<file path="config.mk">
export PLATFORM = sky130hd
export DESIGN_NAME = comma_deser
export DESIGN_NICKNAME = d
export VERILOG_FILES = /design/src/rtl/comma_deser.sv
export SDC_FILE = /design/constraint.sdc
export NUM_CORES = 1
export LEC_CHECK = 0
export ABC_AREA = 0
export BUFFER_PORTS_ARGS = -buffer_cell sky130_fd_sc_hd__buf_2
export CAP_MARGIN = 40
export CORE_MARGIN = 2
export CORE_UTILIZATION = 57
export CTS_CLUSTER_DIAMETER = 80
export DETAILED_ROUTE_END_ITERATION = 10
export PLACE_DENSITY_LB_ADDON = 0.2
export SKIP_LAST_GASP = 1
export SYNTH_ARGS = -nofsm -noshare
export SYNTH_HDL_FRONTEND = slang
export SYNTH_SLANG_ARGS = --single-unit
</file>
<file path="constraint.sdc">
create_clock -name clk -period 2.6 [get_ports clk]
set_input_delay 0.13 -clock clk [delete_from_list [all_inputs] [get_ports clk]]
set_output_delay 0.13 -clock clk [all_outputs]
set_load 0.02 [all_outputs]
</file>
<file path="src/rtl/comma_deser.sv">
`timescale 1ns/1ps
module comma_deser #(
  parameter int CW = 10,
  parameter logic [6:0] COMMA = 7'b1111100
) (
  input  logic          clk,
  input  logic          rst_n,
  input  logic          bit_en,
  input  logic          bit_in,
  input  logic          narrow,
  output logic          word_stb,
  output logic [2*CW-1:0] data_out,
  output logic          sync_out
);
  localparam int WW    = 2 * CW;
  localparam int CNT_W = $clog2(WW);
  localparam int FIL_W = $clog2(CW);

  logic [WW-1:0]    sr, word_q;
  logic [CNT_W-1:0] cnt;
  logic [FIL_W-1:0] fill;
  logic             narrow_q, pend;

  wire [WW-1:0]    nxt     = {bit_in, sr[WW-1:1]};
  wire [6:0]       win     = nxt[CW+6:CW];
  wire             primed  = (fill == FIL_W'(CW - 1));
  wire             comma   = bit_en && primed && (win == COMMA || win == ~COMMA);
  wire [CNT_W-1:0] last    = narrow ? CNT_W'(CW - 1) : CNT_W'(WW - 1);
  wire             full    = bit_en && (cnt == last);
  wire             restart = narrow && !narrow_q;

  assign data_out = narrow ? {word_q[WW-1:CW], {CW{1'b1}}} : word_q;

  always_ff @(posedge clk) begin
    if (!rst_n) begin
      sr       <= '0;
      word_q   <= '0;
      cnt      <= '0;
      fill     <= '0;
      narrow_q <= 1'b1;
      pend     <= 1'b0;
      word_stb <= 1'b0;
      sync_out <= 1'b0;
    end else begin
      narrow_q <= narrow;
      word_stb <= 1'b0;
      if (bit_en) begin
        sr <= nxt;
        if (!primed) fill <= fill + 1'b1;
      end
      if (restart) begin
        cnt  <= '0;
        pend <= 1'b0;
      end else if (comma && narrow) begin
        cnt      <= '0;
        word_stb <= 1'b1;
        word_q   <= nxt;
        sync_out <= 1'b1;
        pend     <= 1'b0;
      end else if (comma) begin
        cnt  <= CNT_W'(CW);
        pend <= 1'b1;
      end else if (full) begin
        cnt      <= '0;
        word_stb <= 1'b1;
        word_q   <= nxt;
        sync_out <= pend;
        pend     <= 1'b0;
      end else if (bit_en) begin
        cnt <= cnt + 1'b1;
      end
    end
  end
endmodule

</file>
* Yosys cells after proc, flatten, opt, wreduce, memory -nomap -nowiden *
Index checks and enable logic that the tools add are counted.

storage, ports and cells
  output and inout bits = 22
  input bits = 5
  register bits = 53
  logic and storage cells = 50

cells by class
  multiplexer cells = 16
  equality and inequality tests = 5
  $add $sub $neg = 2
  reduce and logical (&&, ||, !) cells = 15
  bitwise gates (word level) = 3

operators with widths
  cell                 number
  $mux 20              3
  $mux 4               3
  $mux 10              1
  $mux 1               8
  $eq 7x2->1 const B   1
  $eq 7x7->1 const B   1
  $add 5x1->5 const B  1
  $eq 5x5->1           1
  $logic_and 1x1->1    5
  $mux 5               1
  $reduce_or 5->1      1
  $add 4x1->4 const B  1
  $eq 4x4->1 const B   1
  $reduce_bool 2->1    2
  $not 1->1            3
  $reduce_and 3->1     1
  $reduce_bool 3->1    1
  $reduce_or 3->1      1
  $ne 2x1->1 const B   1
  $reduce_and 2->1     1
  $reduce_or 2->1      1
  $logic_not 1->1      1
  $logic_or 1x1->1     1

* Longest topological paths before layout *
Gate-level depths: netlist of run 1.

  depth after elaboration = 6
  gate-level depth with buffers = 7
  mapped depth without buffers = 6

* Least setup slack after synthesis of run 1 *
No wires, ideal clock.

  path kind = register to register
  start point = reg sr[17]
  end point = reg word_q[10]
  path buffers = 1
  clock period less this slack = 1941 ps
  setup slack = 659 ps
  stages on the path, launching flop included = 7
  library setup time = 72 ps
  data arrival time = 1869 ps
  required time = 2528 ps
  cell sequence = dfxtp_1 -> nand4_1 -> or4b_4 -> a21o_1 -> a211oi_4 -> buf_6 -> mux2i_1

between the ends
  longest elaborated chain between the ends = 6
  elaborated cells between the ends (all ways) = 9
  those cells by class = eq/ne (3); mux (1); reduce/logical (5)

RTL lines
  item                                                                     line  RTL
  start: declaration                                                       19    logic [WW-1:0] sr, word_q;
  start signal: assignment                                                 48    sr <= nxt;
  $eq 7x7->1 / $eq 7x2->1 (equally long branches)                          27    wire comma = bit_en && primed && (win == COMMA || win == ~COMMA);
  $logic_or 1x1->1 *                                                       27
  $logic_and 1x1->1 *                                                      27
  $logic_and 1x1->1                                                        54    end else if (comma && narrow) begin
  $ne 2x1->1 (no source line) / $reduce_bool 2->1 (equally long branches)  --
  $reduce_and 3->1 (no source line)                                        --
  end signal: assignment                                                   57    word_q <= nxt;
  end signal: assignment                                                   66    word_q <= nxt;
  end: declaration                                                         19

Mark *: on every way between the ends. The rest lies on a longest branch, timed or not.
A chain may end at the register's enable or synchronous reset.

* Final worst setup path of run 1 *
  start point = reg cnt[3]
  end point = reg word_q[2]

between the ends
  longest elaborated chain between the ends = 4

RTL lines
  item                                line  RTL
  start: declaration                  20    logic [CNT_W-1:0] cnt;
  start signal: assignment            61    cnt <= CNT_W'(CW);
  start signal: assignment            70    cnt <= cnt + 1'b1;
  $eq 5x5->1                          29    wire full = bit_en && (cnt == last);
  $logic_and 1x1->1                   29
  $reduce_bool 2->1 (no source line)  --
  $reduce_and 3->1 (no source line)   --

Every way passes these cells.

==> flow_summary.toml, run 1 <==
[outcome]
status = "finished clean"

[pwr]
p_comb_share_pct = 6.9
power.switching_mw = 0.337
power.density_nw_per_um2 = 558
seqPwrFrac_pct = 59.5
p_leak_nw = 1.01
clkPwrFrac_pct = 33.6
internal_power_mw = 1.03
ir_drop_v = 0.000294
swShare_pct = 24.6
p_total_mw = 1.37

[sta]
tightest_slew_ps = 620
rsz0062_at_grt = "no"
fin_hold_ws_ps = 78.8
setup_tns_ps = 0
drv_slew = 0
finalSetupViolCount = 0
timing.fmax_mhz = 452
slew-limit-headroom_pct = 58.6
setup_ws_ps = 388
timing.final.crit_share_pct = 85.1
period_minus_slack_ps = 2210
hold_viol_final = 0
skew_ps = 6.57

[grt]
grt_overflow = 0
grt_max_degree = 32
antenna_found_initial = 0
grt_pass1_wl_um = 6250
track_usage_pct = 18.5
grt_pass1_vias = 1469

[cells_and_area]
instances_no_fill = 307
final_nets = 264
post-route-util_pct = 62.7
drive_above_1_share_pct = 20.2
area_growth_pct = 7.39
n_antenna_cell = 0
final_cell_area_sq_um = 2450

[clock_tree]
cts_buffer_depth = 2
post_cts_buffers = 0
htreeDepth = 2
cts-root-buf = "clkbuf_8"
cts_tree = "built"
cts_hold_buf = 0
post_cts_resized = 0
clkSinkCount = 52
clk_pin_slew_worst_paths_ps = 90
cts_buffers = 5
clk_latency_ps = 310

[detailed_routing]
first_pass_iters = 4
final_antenna_net_count = 0
wire_per_inst_um = 12.6
vias_per_cell = 5.17
drc = 0
wl_um = 3860
vias = 1587
drt_iter0_drc = 64

[placement]
place_hpwl_um = 2590
pre_cts_ws_ps = 428
port-buffer-count = 26
dp_cells = 299
gp_congestion = 0.794
dpl_cell_area_sq_um = 2360

[synthesis]
ys_ff_latch = 52
yosysSeqAreaShare_pct = 45.6
postSynthAreaPerCell_sq_um = 9.40
yosys_most_used_dff = "dfxtp_1"
synthesis.nets = 251
syn_inst = 243
syn_area_sq_um = 2280
ys.warnings.count = 0
synth-edff-count = 0
async_flop_share_pct = 0
ys_types = 36

[hold_path]
min_path_type = "in2reg"

[floorplan]
dieArea_sq_um = 4530
die_y_um = 67.3
core_sq_um = 3910
num_rows = 23
pin_count = 27
start_util_pct = 58.4
fp.dieW_um = 67.3

[critical_path]
startpoint_type = "flip-flop"
worst-path-max-fanout = 17
cp.arrival_ps = 2450
criticalPathCategory = "reg2reg"
cp_data_required_time_ps = 2840
cp-end-kind = "flip-flop"

[flow_run]
max_cap_violations = 0
[state kept, by name, summed over array words and instances (netlist names)]
name	count
word_stb	1
pend	1
cnt	5
fill	4
narrow_q	1
word_q	20
sync_out	1
sr	19
[power groups by stage]
stage	clock network, mW	logic (mW)	registers [mW]
floorplan	0	0.0726	0.831
global placement	0	0.0935	0.833
detailed placement	0	0.0954	0.834
CTS	0.481	0.0958	0.815
global route	0.505	0.105	0.818
finish	0.460	0.0943	0.815
[layout make-up]
type	count	area (sq um)
clock buffers	5	68.8
clock inverters	3	21.3
fillers	345	1460
inverters	5	18.8
multi-input cells	162	1080
flip-flops and latches	52	1040
well taps	50	62.6
repair buffers	30	160
[layout by cell type (no fill, tap or decap), drive strengths merged, types with 3 or more instances in the layout]
master and count:
nor2 21, mux2i 39, nor2b 4, inv 6, a211oi 3, o21ai 3
xor2 4, nand2 46, buf 30, or2 10, ha 3, a21oi 4
dfxtp 52, nand4 3, clkbuf 5
[metal layers]
| layer | global-route usage, % | up-vias | routed length (um) |
|---|---|---|---|
| li1 | - | 827 | - |
| met1 | 19.5 | 738 | 1830 |
| met2 | 33.5 | 16 | 1860 |
| met3 | 5.00 | 6 | 86 |
| met4 | 9.44 | 0 | 75 |
| met5 | 0 | - | 0 |
[worst paths after layout]
path | from | end | slack, ps | cells past startpoint
max reg2reg | cnt[3]$_SDFFE_PP0P_ | word_q[2]$_SDFFE_PN0P_ | 390 | 6
min reg2reg | word_q[13]$_SDFFE_PN0P_ | word_q[13]$_SDFFE_PN0P_ | 450 | 2
min | bit_in | word_q[19]$_SDFFE_PN0P_ | 80 | 3
max | cnt[3]$_SDFFE_PP0P_ | word_q[2]$_SDFFE_PN0P_ | 390 | 6
[kinds of logic after synthesis]
group,count (synthesis),synth area share (%)
mux,39,17.1
simple gates,97,20.2
fa+ha+maj,3,1.64
buf+inv,29,7.12
compound gates,17,6.08
flops,52,45.6
xor+xnor,6,2.30
[worst max-delay path, cell delays in order (launching register included)]
cell,delay [ps]
dfxtp_1,410
or4bb_1,500
a21oi_1,270
nand2_2,150
a211oi_4,270
buf_4,320
mux2i_1,230
[Yosys cell counts (3+ instances only)]
cell type  count  share of area, %
clkbuf_1       9               1.5
buf_4         10               3.3
nand2_1       45               7.4
a21oi_1        4              0.88
o21ai_0        3              0.66
mux2i_1       39                17
xor2_1         4               1.5
inv_1          5              0.82
nand4_1        3              0.82
nor2b_1        4               1.1
or2_2         10               2.7
ha_1           3               1.6
nor2_1        21               3.5
dfxtp_1       52                46
No activity file was read; power rests on OpenSTA's default activity.
==> run 2: changes to the inputs <==
--- a/config.mk
+++ b/config.mk
@@ -13,6 +13,7 @@
 export CTS_CLUSTER_DIAMETER = 80
 export DETAILED_ROUTE_END_ITERATION = 10
 export PLACE_DENSITY_LB_ADDON = 0.2
+export REMOVE_ABC_BUFFERS = 1
 export SKIP_LAST_GASP = 1
 export SYNTH_ARGS = -nofsm -noshare
 export SYNTH_HDL_FRONTEND = slang
==> run 2 against run 1 <==
Against the previous run: critical path depth is the same; combinational power shrank 0.5%; maximum frequency grew 3.0%; critical path type unchanged; critical endpoint is now word_q[12]$_SDFFE_PN0P_; largest power group unchanged; highest routed layer unchanged.
==> flow_summary.toml, run 2 (synthesis gave the netlist of run 1 again) <==
[detailed_routing]
drc = 0
drt_iter0_drc = 38
final_antenna_net_count = 0
first_pass_iters = 4
wl_um = 3630
vias = 1562
vias_per_cell = 5.07
wire_per_inst_um = 11.8

[cells_and_area]
max_flop_register = "word_q"
final_common_cell = "dfxtp_1"
n_antenna_cell = 0
top_regs = "word_q (20), sr (19), cnt (5)"
multiInputGateArea_sq_um = 1080
num-fill-cells = 372
register_area_sq_um = 1040
largest_reg_flops = 20
area_growth_pct = 7.67
drive_above_1_share_pct = 20.2
layout_common_cells = "52 x dfxtp_1, 45 x nand2_1, 39 x mux2i_1"
final_nets = 265

[critical_path]
rrSetupSlack_ps = 450
criticalPathCategory = "reg2reg"
cp_data_required_time_ps = 2830
startpoint_type = "flip-flop"
reg2reg_from = "cnt[1]$_SDFFE_PP0P_"
cp-endpoint = "word_q[12]$_SDFFE_PN0P_"
worstSetupStartpoint = "cnt[1]$_SDFFE_PP0P_"
worst-path-max-fanout = 14
r2r-end = "word_q[12]$_SDFFE_PN0P_"
cp.arrival_ps = 2380
rr_worst_depth = 6
cp-end-kind = "flip-flop"

[flow_run]
max_cap_violations = 0

[grt]
grt_pass1_wl_um = 6400
grt_max_degree = 31
track_usage_pct = 18.3
grt_overflow = 0
antenna_found_initial = 0
grt_pass1_vias = 1405

[clock_tree]
cts_buffers = 5
cts_hold_buf = 0
post_cts_buffers = 0
clk_pin_slew_worst_paths_ps = 90
clk_latency_ps = 300
cts_buffer_depth = 2
htreeDepth = 2
cts-root-buf = "clkbuf_8"
cts_tree = "built"
post_cts_resized = 0
clkSinkCount = 52

[outcome]
status = "finished clean"

[sta]
setup_tns_ps = 0
finalSetupViolCount = 0
timing.fmax_mhz = 466
hold_viol_final = 0
tightest_slew_ps = 611
slew-limit-headroom_pct = 59.2
timing.final.crit_share_pct = 82.6
skew_ps = 8.69
drv_slew = 0
period_minus_slack_ps = 2150
rsz0062_at_grt = "no"

[placement]
gp_congestion = 0.758
place_hpwl_um = 2440
port-buffer-count = 26

[floorplan]
dieArea_sq_um = 4530
fp.dieW_um = 67.3
pin_count = 27
die_y_um = 67.3
num_rows = 23
start_util_pct = 58.4
core_sq_um = 3910

[pwr]
p_leak_nw = 1.01
power.density_nw_per_um2 = 553
p_total_mw = 1.36
ir_drop_v = 0.000478

[hold_path]
min_path_type = "in2reg"
==> run 2: report_power, final <==
group          leakage (nW)  internal, mW  switching (mW)
clock network        0.0414         0.192           0.261
registers             0.420         0.805         0.00964
logic                 0.546        0.0367          0.0571
total                  1.01          1.03           0.328
==> run 2: layer usage <==
metal | vias to the layer above | wire length, um | global-route usage (%)
li1 | 834 | - | -
met1 | 697 | 1910 | 24.8
met2 | 26 | 1550 | 28.8
met3 | 5 | 135 | 4.33
met4 | 0 | 32 | 5.87
met5 | - | 0 | 0
==> run 2: cell type report <==
| cell class | instances | share of cell area [%] |
|---|---|---|
| flip-flops and latches | 52 | 42.3 |
| inverters | 5 | 0.763 |
| clock buffers | 6 | 2.95 |
| well taps | 50 | 2.54 |
| multi-input cells | 162 | 43.9 |
| repair buffers | 31 | 6.82 |
| clock inverters | 2 | 0.661 |
==> run 2: critical path: stages, from the launching register on <==
cell and delay (ps):
dfxtp_1 390, or4bb_1 490, a21oi_1 280, nand2_2 140, a211oi_4 270, buf_4 290
mux2i_1 210
==> run 2: stage by stage <==
stage | utilization [%] | instance area, sq um | instances | hold slack, ps | setup WS (ps)
floorplan | - | 2140 | 219 | 199 | 172
global placement | 60.6 | 2370 | 300 | 386 | 516
detailed placement | 60.6 | 2370 | 300 | 397 | 469
CTS | 62.9 | 2460 | 308 | 63.5 | 440
global route | 62.9 | 2460 | 308 | 81.3 | 275
finish | 62.9 | 2460 | 308 | 70.5 | 453
==> run 2: worst min-delay path by stage <==
stage / startpoint / endpoint / slack, ps / depth (start not counted)
CTS: bit_in / sr[19]$_SDFFE_PN0P_ / 60 / 3
global placement: bit_in / sr[19]$_SDFFE_PN0P_ / 390 / 3
detailed placement: bit_in / sr[19]$_SDFFE_PN0P_ / 400 / 3
global route: bit_in / word_q[19]$_SDFFE_PN0P_ / 80 / 3
finish: bit_in / sr[19]$_SDFFE_PN0P_ / 70 / 3
floorplan: rst_n / narrow_q$_SDFF_PN1_ / 200 / 1
